## config.mk

```make
export PLATFORM = sky130hd
export DESIGN_NAME = usb_chg_detect
export DESIGN_NICKNAME = d
export VERILOG_FILES = /design/src/rtl/chg_det_pkg.sv /design/src/rtl/chg_det_ctrl.sv /design/src/rtl/chg_det_dp.sv /design/src/rtl/usb_chg_detect.sv
export SDC_FILE = /design/constraint.sdc
export NUM_CORES = 1
export LEC_CHECK = 0
export ABC_AREA = 1
export BUFFER_PORTS_ARGS = -buffer_cell sky130_fd_sc_hd__buf_4
export CAP_MARGIN = 20
export CORE_ASPECT_RATIO = 2
export CORE_MARGIN = 4
export CORE_UTILIZATION = 50
export CTS_CLUSTER_DIAMETER = 80
export DETAILED_ROUTE_END_ITERATION = 6
export PLACE_DENSITY = 0.79
export SLEW_MARGIN = 0
export SYNTH_ARGS = -nofsm -noshare
export SYNTH_HDL_FRONTEND = slang
export SYNTH_HIERARCHICAL = 1
export SYNTH_SLANG_ARGS = --single-unit
```

## constraint.sdc

```tcl
create_clock -name clk -period 1.85 [get_ports clk]
set_input_delay 0.37 -clock clk [delete_from_list [all_inputs] [get_ports clk]]
set_output_delay 0.37 -clock clk [all_outputs]
set_load 0.1 [all_outputs]
```

## src/rtl/chg_det_pkg.sv

```systemverilog
package chg_det_pkg;

  typedef enum logic [2:0] {
    ST_IDLE,
    ST_SOURCE,
    ST_SENSE,
    ST_FOUND,
    ST_RETRY,
    ST_LOCK
  } detState_t;

  // strobes from the sequencer to the timer/flag datapath
  typedef struct packed {
    logic clrTicks;
    logic setFound;
    logic setIllegal;
    logic clrFlags;
  } dpStrobe_t;

endpackage

```

## src/rtl/chg_det_ctrl.sv

```systemverilog
module chg_det_ctrl
  import chg_det_pkg::*;
(
  input  logic      clk,
  input  logic      rst,
  input  logic      autoEnN,
  input  logic      vbusValid,
  input  logic      dmAboveData,
  input  logic      dmAboveIllegal,
  input  logic      settleDone,
  input  logic      retryDone,
  output dpStrobe_t strobe,
  output logic      srcActive
);

  detState_t state, nextState;

  always_comb begin
    nextState        = state;
    strobe           = '0;
    strobe.clrFlags  = !vbusValid;
    if (!vbusValid) begin
      nextState = ST_IDLE;
    end else begin
      unique case (state)
        ST_IDLE: begin
          if (!autoEnN) begin
            nextState       = ST_SOURCE;
            strobe.clrTicks = 1'b1;
          end
        end
        ST_SOURCE: begin
          if (autoEnN)         nextState = ST_IDLE;
          else if (settleDone) nextState = ST_SENSE;
        end
        ST_SENSE: begin
          if (autoEnN) begin
            nextState = ST_IDLE;
          end else if (dmAboveIllegal) begin
            // over-voltage check takes priority over the data level
            nextState         = ST_LOCK;
            strobe.setIllegal = 1'b1;
          end else if (dmAboveData) begin
            nextState       = ST_FOUND;
            strobe.setFound = 1'b1;
          end else begin
            nextState       = ST_RETRY;
            strobe.clrTicks = 1'b1;
          end
        end
        ST_RETRY: begin
          if (autoEnN) begin
            nextState = ST_IDLE;
          end else if (retryDone) begin
            nextState       = ST_SOURCE;
            strobe.clrTicks = 1'b1;
          end
        end
        ST_FOUND: nextState = ST_FOUND;
        ST_LOCK:  nextState = ST_LOCK;
        default:  nextState = ST_IDLE;
      endcase
    end
  end

  always_ff @(posedge clk) begin
    if (rst) state <= ST_IDLE;
    else     state <= nextState;
  end

  assign srcActive = (state == ST_SOURCE) || (state == ST_SENSE);

endmodule

```

## src/rtl/chg_det_dp.sv

```systemverilog
module chg_det_dp
  import chg_det_pkg::*;
#(
  parameter int unsigned SETTLE_TICKS = 40,
  parameter int unsigned RETRY_TICKS  = 1000,
  parameter int unsigned DIS_CYCLES   = 40000
) (
  input  logic      clk,
  input  logic      rst,
  input  logic      tick1k,
  input  logic      manSrcEn,
  input  dpStrobe_t strobe,
  output logic      settleDone,
  output logic      retryDone,
  output logic      chargerFound,
  output logic      illegalDev,
  output logic      disBusy
);

  localparam int unsigned TICK_MAX = (SETTLE_TICKS > RETRY_TICKS) ? SETTLE_TICKS : RETRY_TICKS;
  localparam int unsigned TICK_W   = $clog2(TICK_MAX + 1);
  localparam int unsigned DIS_W    = $clog2(DIS_CYCLES + 1);

  logic [TICK_W-1:0] tickCnt;
  logic [DIS_W-1:0]  disCnt;
  logic              manPrev;

  // tick counter, saturating at the longest window
  always_ff @(posedge clk) begin
    if (rst || strobe.clrTicks)
      tickCnt <= '0;
    else if (tick1k && (tickCnt != TICK_W'(TICK_MAX)))
      tickCnt <= tickCnt + 1'b1;
  end

  assign settleDone = (tickCnt >= TICK_W'(SETTLE_TICKS));
  assign retryDone  = (tickCnt >= TICK_W'(RETRY_TICKS));

  // sticky result flags
  always_ff @(posedge clk) begin
    if (rst || strobe.clrFlags) begin
      chargerFound <= 1'b0;
      illegalDev   <= 1'b0;
    end else begin
      if (strobe.setFound)   chargerFound <= 1'b1;
      if (strobe.setIllegal) illegalDev   <= 1'b1;
    end
  end

  // disable settling window, counted in system clocks
  always_ff @(posedge clk) begin
    if (rst) begin
      manPrev <= 1'b0;
      disCnt  <= '0;
    end else begin
      manPrev <= manSrcEn;
      if (manSrcEn)
        disCnt <= '0;
      else if (manPrev)
        disCnt <= DIS_W'(DIS_CYCLES);
      else if (disCnt != '0)
        disCnt <= disCnt - 1'b1;
    end
  end

  assign disBusy = (disCnt != '0);

endmodule

```

## src/rtl/usb_chg_detect.sv

```systemverilog
module usb_chg_detect
  import chg_det_pkg::*;
#(
  parameter int unsigned SETTLE_TICKS = 40,
  parameter int unsigned RETRY_TICKS  = 1000,
  parameter int unsigned DIS_CYCLES   = 40000
) (
  input  logic clk,
  input  logic rst,
  input  logic tick1k,
  input  logic autoEnN,
  input  logic manSrcEn,
  input  logic vbusValid,
  input  logic dmAboveData,
  input  logic dmAboveIllegal,
  output logic dpSrcEn,
  output logic dmSinkEn,
  output logic chargerFound,
  output logic illegalDev,
  output logic disBusy
);

  dpStrobe_t strobe;
  logic      settleDone;
  logic      retryDone;
  logic      srcActive;

  chg_det_ctrl u_ctrl (
    .clk            (clk),
    .rst            (rst),
    .autoEnN        (autoEnN),
    .vbusValid      (vbusValid),
    .dmAboveData    (dmAboveData),
    .dmAboveIllegal (dmAboveIllegal),
    .settleDone     (settleDone),
    .retryDone      (retryDone),
    .strobe         (strobe),
    .srcActive      (srcActive)
  );

  chg_det_dp #(
    .SETTLE_TICKS (SETTLE_TICKS),
    .RETRY_TICKS  (RETRY_TICKS),
    .DIS_CYCLES   (DIS_CYCLES)
  ) u_dp (
    .clk          (clk),
    .rst          (rst),
    .tick1k       (tick1k),
    .manSrcEn     (manSrcEn),
    .strobe       (strobe),
    .settleDone   (settleDone),
    .retryDone    (retryDone),
    .chargerFound (chargerFound),
    .illegalDev   (illegalDev),
    .disBusy      (disBusy)
  );

  assign dpSrcEn  = srcActive | manSrcEn;
  assign dmSinkEn = srcActive;

endmodule

```

==> results of run 1 <==
## flip-flops by register name, summed over array words and instances, names as in the netlist
signal,cells
u_dp/manPrev,1
u_dp/disCnt,16
u_dp/tickCnt,10
u_ctrl/state,3
u_dp/chargerFound,1
u_dp/illegalDev,1
## cells by family (layout without fill, tap and decap cells)
logic type / after synthesis / count (layout) / synth area share, %
adder cells (fa/ha/maj): 3 / 3 / 1.95
AO/OA/AOI/OAI: 25 / 25 / 7.16
XOR/XNOR: 7 / 7 / 3.19
AND/OR/NAND/NOR: 195 / 195 / 46.0
buffers and inverters: 40 / 60 / 8.40
flip-flops: 32 / 32 / 33.3
## metal layers
metal | up-vias | wire, um | GRT usage (%)
met5 | - | 0 | 0
met4 | 0 | 224 | 14.9
met3 | 17 | 195 | 3.91
met2 | 64 | 2460 | 37.3
met1 | 855 | 1670 | 20.6
li1 | 993 | - | -
## Yosys cell counts
master,instances,share of area [%]
nand2_1,75,15
nor2_1,58,11
inv_1,33,6.4
dfxtp_1,32,33
nand3_1,23,6.0
a21oi_1,15,3.9
nor3_1,8,2.1
nor2_2,7,2.3
nand3b_1,6,2.3
o21ai_0,6,1.6
nand4_1,5,1.6
inv_2,4,0.78
xor2_1,4,1.8
ha_1,3,2.0
xnor2_1,3,1.4
nand2_2,2,0.65
nand2_4,2,1.2
or2_2,2,0.65
a211oi_2,1,0.65
and3_1,1,0.33
buf_4,1,0.39
buf_6,1,0.59
clkinv_1,1,0.20
nand3_2,1,0.52
nand3b_2,1,0.59
nor2_4,1,0.59
nor3_2,1,0.52
nor4_1,1,0.33
o21a_1,1,0.39
o21ai_1,1,0.26
o21bai_1,1,0.39
or2_1,1,0.33
## worst max-delay path, delay by kind of cell, from the launching register on
family	cells	cell delay, ns
buffers and inverters	2	0.30
adder cells (fa/ha/maj)	1	0.18
AND/OR/NAND/NOR	3	0.30
flip-flops	1	0.33
## final cells by class
class                   count  area (um2)  area share, %
inverters                  38         143           6.44
flip-flops and latches     32         641           28.9
well taps                  49        61.3           2.77
clock buffers               7        96.3           4.35
repair buffers             15         120           5.42
multi-input cells         230        1150           52.1
## through the flow
| step | cells | instance area (um2) | total power [mW] | setup WS (ns) |
|---|---|---|---|---|
| finish | 371 | 2210 | 2.81 | 0.0883 |
| global route | 371 | 2210 | 3.04 | 0.0142 |
| CTS | 371 | 2200 | 2.80 | 0.0198 |
| detailed placement | 364 | 2090 | 2.20 | 0.153 |
| global placement | 364 | 2090 | 2.17 | 0.195 |
| floorplan | 302 | 1930 | 1.94 | 0.140 |
## worst min-delay path by stage
stage	from	end	slack [ns]
CTS	rst	u_dp/manPrev	0.28
global route	rst	u_dp/manPrev	0.29
global placement	u_dp/disCnt[0]	u_dp/disCnt[0]	0.47
floorplan	rst	u_dp/manPrev	0.44
detailed placement	u_dp/disCnt[0]	u_dp/disCnt[0]	0.48
finish	rst	u_dp/manPrev	0.30
## power by group through the flow
stage / Clock, mW / Sequential (mW) / Combinational, mW
3_3_place_gp: 0 / 0.867 / 1.31
6_report: 0.573 / 0.859 / 1.38
2_1_floorplan: 0 / 0.846 / 1.10
4_1_cts: 0.596 / 0.856 / 1.35
5_1_grt: 0.620 / 0.868 / 1.55
3_5_place_dp: 0 / 0.870 / 1.33
## repair_timing
item	CTS	global route
pin swaps	0	1
endpoints found under the setup margin	1	10
gates resized for setup	3	5
==> impl_metrics.json, run 1 <==
{
  "status": "complete, no violations",
  "wl_per_cell_um": 12.2,
  "globalplace.congestion": 0.953,
  "io_pins": 13,
  "timing.rr.end": "u_dp/tickCnt[5]",
  "min_path_type": "in2reg",
  "syn_avg_cell_area_um2": 6.36,
  "clk_latency_ns": 0.28,
  "max-slew-margin-rel_pct": 74.4,
  "cap_violations": 0,
  "path_cells": "inv_2 > ha_4 > nand2_2 > nor2_4 > nand2_4 > buf_6",
  "fin_crit_sh_pct": 95.2,
  "power_frac_seq_pct": 30.5,
  "h-tree-depth": 2,
  "ys_ff_latch": 32,
  "reg2reg_depth": 11,
  "hold_buffers": 0,
  "period_minus_slack_ns": 1.76,
  "rsz0062_at_grt": "false",
  "grt_overflow": 0,
  "clkSinkCount": 32,
  "drtIter0Drc": 67,
  "grt_util_all_layers_pct": 20.9,
  "num-fill-cells": 362,
  "internal_power_mw": 1.58,
  "fp.dieH_um": 95.7,
  "fin_skew_ns": 0.00436,
  "vias": 1929,
  "syn_inst": 302,
  "antenna_left": 0,
  "leakage_nw": 1.03,
  "setup_viol": 0,
  "final_common_cell": "nand2_1",
  "path_clk_slew_ns": 0.07,
  "cp.required_ns": 1.48,
  "cp-end-kind": "output pin",
  "antenna_found_initial": 0,
  "setup_tns_ns": 0,
  "synth_cell_type_count": 32,
  "grt_start_max_net_pins": 14,
  "synth_nets": 313,
  "min_path_cells": 2,
  "r2r_slack_ns": 0.24,
  "combPwrFrac_pct": 49.1,
  "peakVddDrop_mv": 0.827,
  "start_util_pct": 52.2,
  "cts-root-buf": "clkbuf_8",
  "worst_pin_slew_ns": 0.383,
  "hold_slack_ns": 0.297,
  "antenna_cells": 0,
  "arrival_ns": 1.39,
  "startpoint_type": "flop",
  "drive_above_1_share_pct": 15.8,
  "cts.path.max_buffers": 2,
  "fmax_ghz": 0.568,
  "drc": 0,
  "crit_slowest_cell": "dfxtp_1",
  "portBuffers": 12,
  "first_pass_iters": 4,
  "final_nets": 333,
  "wirelength_um": 4540,
  "grt_pass1_vias": 1846,
  "grt_pass1_wl_um": 7760,
  "reg2reg_from": "u_dp/tickCnt[4]",
  "die_area_mm2": 0.00496,
  "cts_tree": "yes",
  "clockPowerShare_pct": 20.4,
  "critPathKind": "reg2out",
  "slowest_delay_ns": 0.33,
  "setup.worst_path.start": "u_dp/disCnt[0]",
  "vias_per_cell": 5.20,
  "endpoint": "disBusy",
  "final_hold_viol_count": 0,
  "cts_buffers": 5,
  "area_delta_synth_final_pct": 15.2,
  "cts_setup_buffers": 0,
  "p_sw_mw": 1.23,
  "die_x_um": 51.8,
  "ys_seq_area_share_pct": 33.3,
  "power.density_mw_per_mm2": 1270,
  "slew_violations": 0,
  "layout_common_cells": "73 x nand2_1, 56 x nor2_1, 32 x inv_1, 32 x dfxtp_1, 23 x nand3_1",
  "swShare_pct": 43.9,
  "core_mm2": 0.00368,
  "hpwlAfterDp_um": 3540,
  "syn-cell-area_mm2": 0.00192,
  "cp_max_fo": 5,
  "fin_util_pct": 60.1,
  "synth_warnings": 6,
  "rows": 31
}
(Power assumes the default switching activity.)
==> run 2, diff against run 1 <==
--- a/config.mk
+++ b/config.mk
@@ -9,10 +9,12 @@
 export BUFFER_PORTS_ARGS = -buffer_cell sky130_fd_sc_hd__buf_4
 export CAP_MARGIN = 20
+export CELL_PAD_IN_SITES_DETAIL_PLACEMENT = 0
+export CELL_PAD_IN_SITES_GLOBAL_PLACEMENT = 1
 export CORE_ASPECT_RATIO = 2
 export CORE_MARGIN = 4
-export CORE_UTILIZATION = 50
+export CORE_UTILIZATION = 42
 export CTS_CLUSTER_DIAMETER = 80
 export DETAILED_ROUTE_END_ITERATION = 6
-export PLACE_DENSITY = 0.79
+export PLACE_DENSITY = 0.89
 export SLEW_MARGIN = 0
 export SYNTH_ARGS = -nofsm -noshare
==> constraint.sdc (replaced) <==
create_clock -name clk -period 1.85 [get_ports clk]
set_input_delay 0.37 -clock clk [delete_from_list [all_inputs] [get_ports clk]]
set_output_delay 0.37 -clock clk [all_outputs]
set_load 0.01 [all_outputs]
==> impl_metrics.json, run 2 (same netlist as run 1, synthesis figures left out) <==
{
  "status": "complete, no violations",
  "place_ws_ns": 0.108,
  "globalplace.congestion": 0.877,
  "layout_common_cells": "75 x nand2_1, 57 x nor2_1, 33 x inv_1",
  "max-slew-margin-rel_pct": 73.7,
  "grt_overflow": 0,
  "reg2reg_from": "u_dp/tickCnt[9]",
  "die_x_um": 55.8,
  "drc": 0,
  "area_delta_synth_final_pct": 15.8,
  "grt_pass1_vias": 1799,
  "final_nets": 338,
  "critPathKind": "reg2out",
  "start_util_pct": 43.9,
  "cts-root-buf": "clkbuf_8",
  "peakVddDrop_mv": 0.751,
  "dr.max_layer_used": "met4",
  "wirelength_um": 4520,
  "top_regs": "u_dp/disCnt x16, u_dp/tickCnt x10, u_ctrl/state x3",
  "fmax_ghz": 0.570,
  "period_minus_slack_ns": 1.76,
  "antenna_found_initial": 0,
  "hold_slack_ns": 0.303,
  "route.met2.wl_um": 2540,
  "reg2reg_depth": 9,
  "worst_pin_slew_ns": 0.391,
  "antenna_left": 0,
  "cap_violations": 0,
  "regMostFlops": "u_dp/disCnt",
  "setup_viol": 0,
  "h-tree-depth": 2,
  "hpwlAfterDp_um": 3600,
  "rows": 34,
  "final_hold_viol_count": 0,
  "num-fill-cells": 462,
  "first_pass_iters": 4,
  "cts_tree": "yes",
  "grt_util_all_layers_pct": 16.7,
  "met3_length_um": 94,
  "portBuffers": 12,
  "cp_max_fo": 5,
  "leakage_nw": 1.04,
  "min_path_cells": 2,
  "cts.path.max_buffers": 2,
  "slew_violations": 0,
  "power.density_mw_per_mm2": 1190,
  "io_pins": 13,
  "die_area_mm2": 0.00579,
  "grt_pass1_wl_um": 7710,
  "wl_per_cell_um": 11.9,
  "fin_crit_sh_pct": 94.9,
  "drtIter0Drc": 51,
  "cp-end-kind": "output pin",
  "cp.required_ns": 1.48,
  "fp.dieH_um": 104,
  "core_mm2": 0.00438,
  "setup_tns_ns": 0,
  "largest_reg_flops": 16,
  "p_total_mw": 2.65,
  "vias_per_cell": 4.95,
  "layout_setup_ws_ns": 0.0949,
  "path_clk_slew_ns": 0.06,
  "final_common_cell": "nand2_1",
  "clk_latency_ns": 0.28,
  "grt_start_max_net_pins": 14,
  "wl_met1_um": 1670,
  "vias": 1885,
  "cts_buffers": 5,
  "hold_buffers": 0,
  "fin_skew_ns": 0.00594,
  "arrival_ns": 1.39,
  "clkSinkCount": 32,
  "setup.worst_path.start": "u_dp/disCnt[0]",
  "drive_above_1_share_pct": 15.6,
  "antenna_cells": 0,
  "hp-start": "rst",
  "startpoint_type": "flop",
  "min_path_type": "in2reg"
}
[run 2: cell types whose count changed in the layout (fill, tap and decap cells not counted)]
| cell | before | now |
|---|---|---|
| buf_4 | 13 | 20 |
| buf_6 | 2 | 0 |
| ha_1 | 2 | 3 |
| ha_4 | 1 | 0 |
| inv_1 | 32 | 33 |
| inv_2 | 5 | 4 |
| nand2_1 | 73 | 75 |
| nand2_2 | 3 | 2 |
| nand2_4 | 3 | 2 |
| nor2_1 | 56 | 57 |
| nor2_2 | 9 | 8 |
[run 2: what timing repair did]
action                     in CTS  in global routing
hold endpoints to repair        0                  0
setup endpoints to repair       1                  8
setup buffers                   1                  0
gates cloned                    0                  0
gates resized for setup         0                  2
pin swaps                       1                  0
[run 2: critical path: stages (launching register included)]
cell and delay, ns:
dfxtp_1 0.33, inv_1 0.13, ha_1 0.21, nand2_2 0.09, nor2_4 0.16, nand2_4 0.05
buf_4 0.14
[run 2: per-stage QoR]
step                      instance area, um2  utilization (%)  instances
after CTS                               2220             50.6        381
after floorplan                         1920                -        302
after detailed placement                2110             48.2        373
final                                   2230             50.8        381
after global routing                    2230             50.8        381
after global placement                  2110             48.2        373
[run 2: routing by layer]
layer	global-route usage (%)	vias up
li1	-	1004
met1	16.2	838
met2	31.1	27
met3	3.11	16
met4	10.4	0
met5	0	-
[run 2: cell type report]
type | instances | area [um2] | share of cell area [%]
multi-input cells | 230 | 1130 | 50.7
clock buffers | 7 | 96.3 | 4.33
repair buffers | 20 | 150 | 6.75
well taps | 54 | 67.6 | 3.04
flip-flops and latches | 32 | 641 | 28.8
inverters | 38 | 143 | 6.41
[run 2: where the power goes]
| part | total, mW | switching, mW | internal (mW) |
|---|---|---|---|
| registers | 0.854 | 0.0811 | 0.773 |
| clock network | 0.575 | 0.244 | 0.331 |
| logic | 1.22 | 0.747 | 0.474 |
| total | 2.65 | 1.07 | 1.58 |
[run 2: final timing paths]
kind              slack [ns]              end
hold / removal          0.30     u_dp/manPrev
hold reg to reg         0.48  u_dp/illegalDev
setup reg to reg        0.19  u_dp/tickCnt[5]
setup / recovery        0.09          disBusy
==> run 3, diff against run 2 <==
Settings changed: SYNTH_HIERARCHICAL 1 to not set.
==> impl_metrics.json, run 3 <==
{
  "synth_edf_count": 0,
  "grt_pass1_wl_um": 8240,
  "rows": 35,
  "die_area_mm2": 0.00592,
  "crit_top_cell": "nand2_1",
  "ys_top_cells_by_area": "dfxtp_1 33%, nand2_1 17%, nor2_1 11%",
  "rsz0062_at_grt": "false",
  "syn_avg_cell_area_um2": 6.38,
  "die_x_um": 56.4,
  "critPathBufInv": 1,
  "leakage_nw": 1.01,
  "cp_max_fo": 4,
  "wl_per_cell_um": 12.3,
  "clkSinkCount": 32,
  "grt_util_all_layers_pct": 17.6,
  "vias_per_cell": 4.97,
  "regMostFlops": "u_dp.disCnt",
  "syn-cell-area_mm2": 0.00197,
  "hpwlAfterDp_um": 3750,
  "crit_slowest_cell": "dfxtp_1",
  "fin_crit_sh_pct": 93.6,
  "fmax_ghz": 0.578,
  "syn_inst": 309,
  "start_util_pct": 43.3,
  "power.density_mw_per_mm2": 1280,
  "antenna_cells": 0,
  "period_minus_slack_ns": 1.73,
  "cts_resized": 0,
  "ys_seq_area_share_pct": 32.5,
  "peakVddDrop_mv": 0.536,
  "slowest_delay_ns": 0.36,
  "clk_latency_ns": 0.28,
  "area_delta_synth_final_pct": 11.4,
  "setup_viol": 0,
  "async_flop_share_pct": 0,
  "num-fill-cells": 524,
  "cts_buffers": 5,
  "yosysTopAreaCell": "dfxtp_1",
  "crit_family": "simple AND/OR/NAND/NOR gates",
  "drtIter0Drc": 35,
  "core_mm2": 0.00455,
  "cts.path.max_buffers": 2,
  "synth_cell_type_count": 27,
  "final_common_cell": "nand2_1",
  "max-slew-margin-rel_pct": 79.4,
  "top_regs": "u_dp.disCnt x16, u_dp.tickCnt x10, u_ctrl.state x3",
  "setup_tns_ns": 0,
  "yosys.area.top_type_share_pct": 32.5,
  "largest_reg_flops": 16,
  "first_pass_iters": 4,
  "grt_overflow": 0,
  "min_path_type": "in2reg",
  "cp.required_ns": 1.48,
  "yosysMostFrequentCell": "nand2_1",
  "critPathKind": "reg2out",
  "final_hold_viol_count": 0,
  "fin_area_mm2": 0.00220,
  "synth_nets": 321,
  "grt_pass1_vias": 1910,
  "path_cells": "nor2_1 > nand2_1 > nor2_2 > nand2_1 > buf_4",
  "cts_setup_buffers": 0,
  "worst_pin_slew_ns": 0.308,
  "portBuffers": 12,
  "wirelength_um": 4700,
  "synth_warnings": 0,
  "path_clk_slew_ns": 0.07,
  "status": "complete, no violations",
  "synthTopCellsByCount": "89 x nand2_1, 57 x nor2_1, 32 x dfxtp_1, 32 x inv_1, 22 x nand3_1",
  "synth_flop_cell": "dfxtp_1",
  "fin_skew_ns": 0.00377,
  "startpoint_type": "flop",
  "vias": 1900,
  "layout_common_cells": "89 x nand2_1, 57 x nor2_1, 32 x inv_1, 32 x dfxtp_1, 22 x nand3_1",
  "io_pins": 13,
  "drc": 0,
  "globalplace.congestion": 0.913,
  "h-tree-depth": 2,
  "cts-root-buf": "clkbuf_8",
  "cap_violations": 0,
  "antenna_left": 0,
  "cts_tree": "yes",
  "fp.dieH_um": 105,
  "grt_start_max_net_pins": 16,
  "arrival_ns": 1.36,
  "antenna_found_initial": 0,
  "final_nets": 339,
  "cp-end-kind": "output pin",
  "drive_above_1_share_pct": 15.0,
  "slew_violations": 0,
  "ys_ff_latch": 32,
  "dpl_cell_area_mm2": 0.00212,
  "hold_buffers": 0
}
-- run 3: cell count changes in the layout (fill, tap and decap cells not counted), moves of 4 or more --
cell     change
nand2_2      +5
nor3_1       -5
nand2_1     +14
buf_4        -8
o21ai_0      -4
-- run 3: power breakdown --
part,switching [mW],internal (mW)
logic,0.907,0.500
clock network,0.266,0.256
registers,0.0968,0.783
-- run 3: cells by family (layout without fill, tap and decap cells) --
family	count (synthesis)	count (layout)	share of synthesized area (%)
AO/OA/AOI/OAI	24	24	6.99
flip-flops	32	32	32.5
AND/OR/NAND/NOR	201	201	45.8
buffers and inverters	38	56	7.75
XOR/XNOR	10	10	4.44
adder cells (fa/ha/maj)	4	4	2.54
-- run 3: path summary, 6_finish.rpt --
kind	end	slack, ns	from	depth (start not counted)
max	disBusy	0.12	u_dp.disCnt[4]	5
min	u_dp.manPrev	0.27	rst	2
max reg2reg	u_dp.disCnt[8]	0.43	u_dp.disCnt[0]	7
min reg2reg	u_dp.chargerFound	0.45	u_dp.chargerFound	2
-- run 3: through the flow --
step / total power [mW] / hold WS, ns / std cells / util, % / setup slack, ns
floorplan: 2.00 / 0.442 / 309 / - / 0.609
global placement: 2.29 / 0.438 / 375 / 46.5 / 0.411
detailed placement: 2.31 / 0.442 / 375 / 46.5 / 0.422
CTS: 2.83 / 0.266 / 382 / 48.2 / 0.118
global route: 3.08 / 0.283 / 382 / 48.2 / 0.0325
finish: 2.81 / 0.274 / 382 / 48.2 / 0.119
-- run 3: worst register-to-register path: stages, from the launching register on --
cell	delay, ns
dfxtp_1	0.34
inv_2	0.11
ha_1	0.27
nand2_1	0.18
nor2_1	0.16
xor2_1	0.16
nand2_1	0.06
nor2_1	0.09
-- run 3: metal layers --
layer	vias to the layer above	wire, um	track usage, %
met3	24	130	2.35
met1	832	1670	17.3
met4	0	272	12.6
met2	43	2620	32.0
met5	-	0	0
li1	1001	-	-
-- run 3: area by class of cell --
cell class	instances	area, um2	area share, %
Clock inverter	1	5.00	0.228
Inverter	37	141	6.44
Multi-Input combinational cell	239	1180	53.6
Clock buffer	6	72.6	3.30
Timing Repair Buffer	12	90.1	4.10
Sequential cell	32	641	29.2
Tap cell	55	68.8	3.13
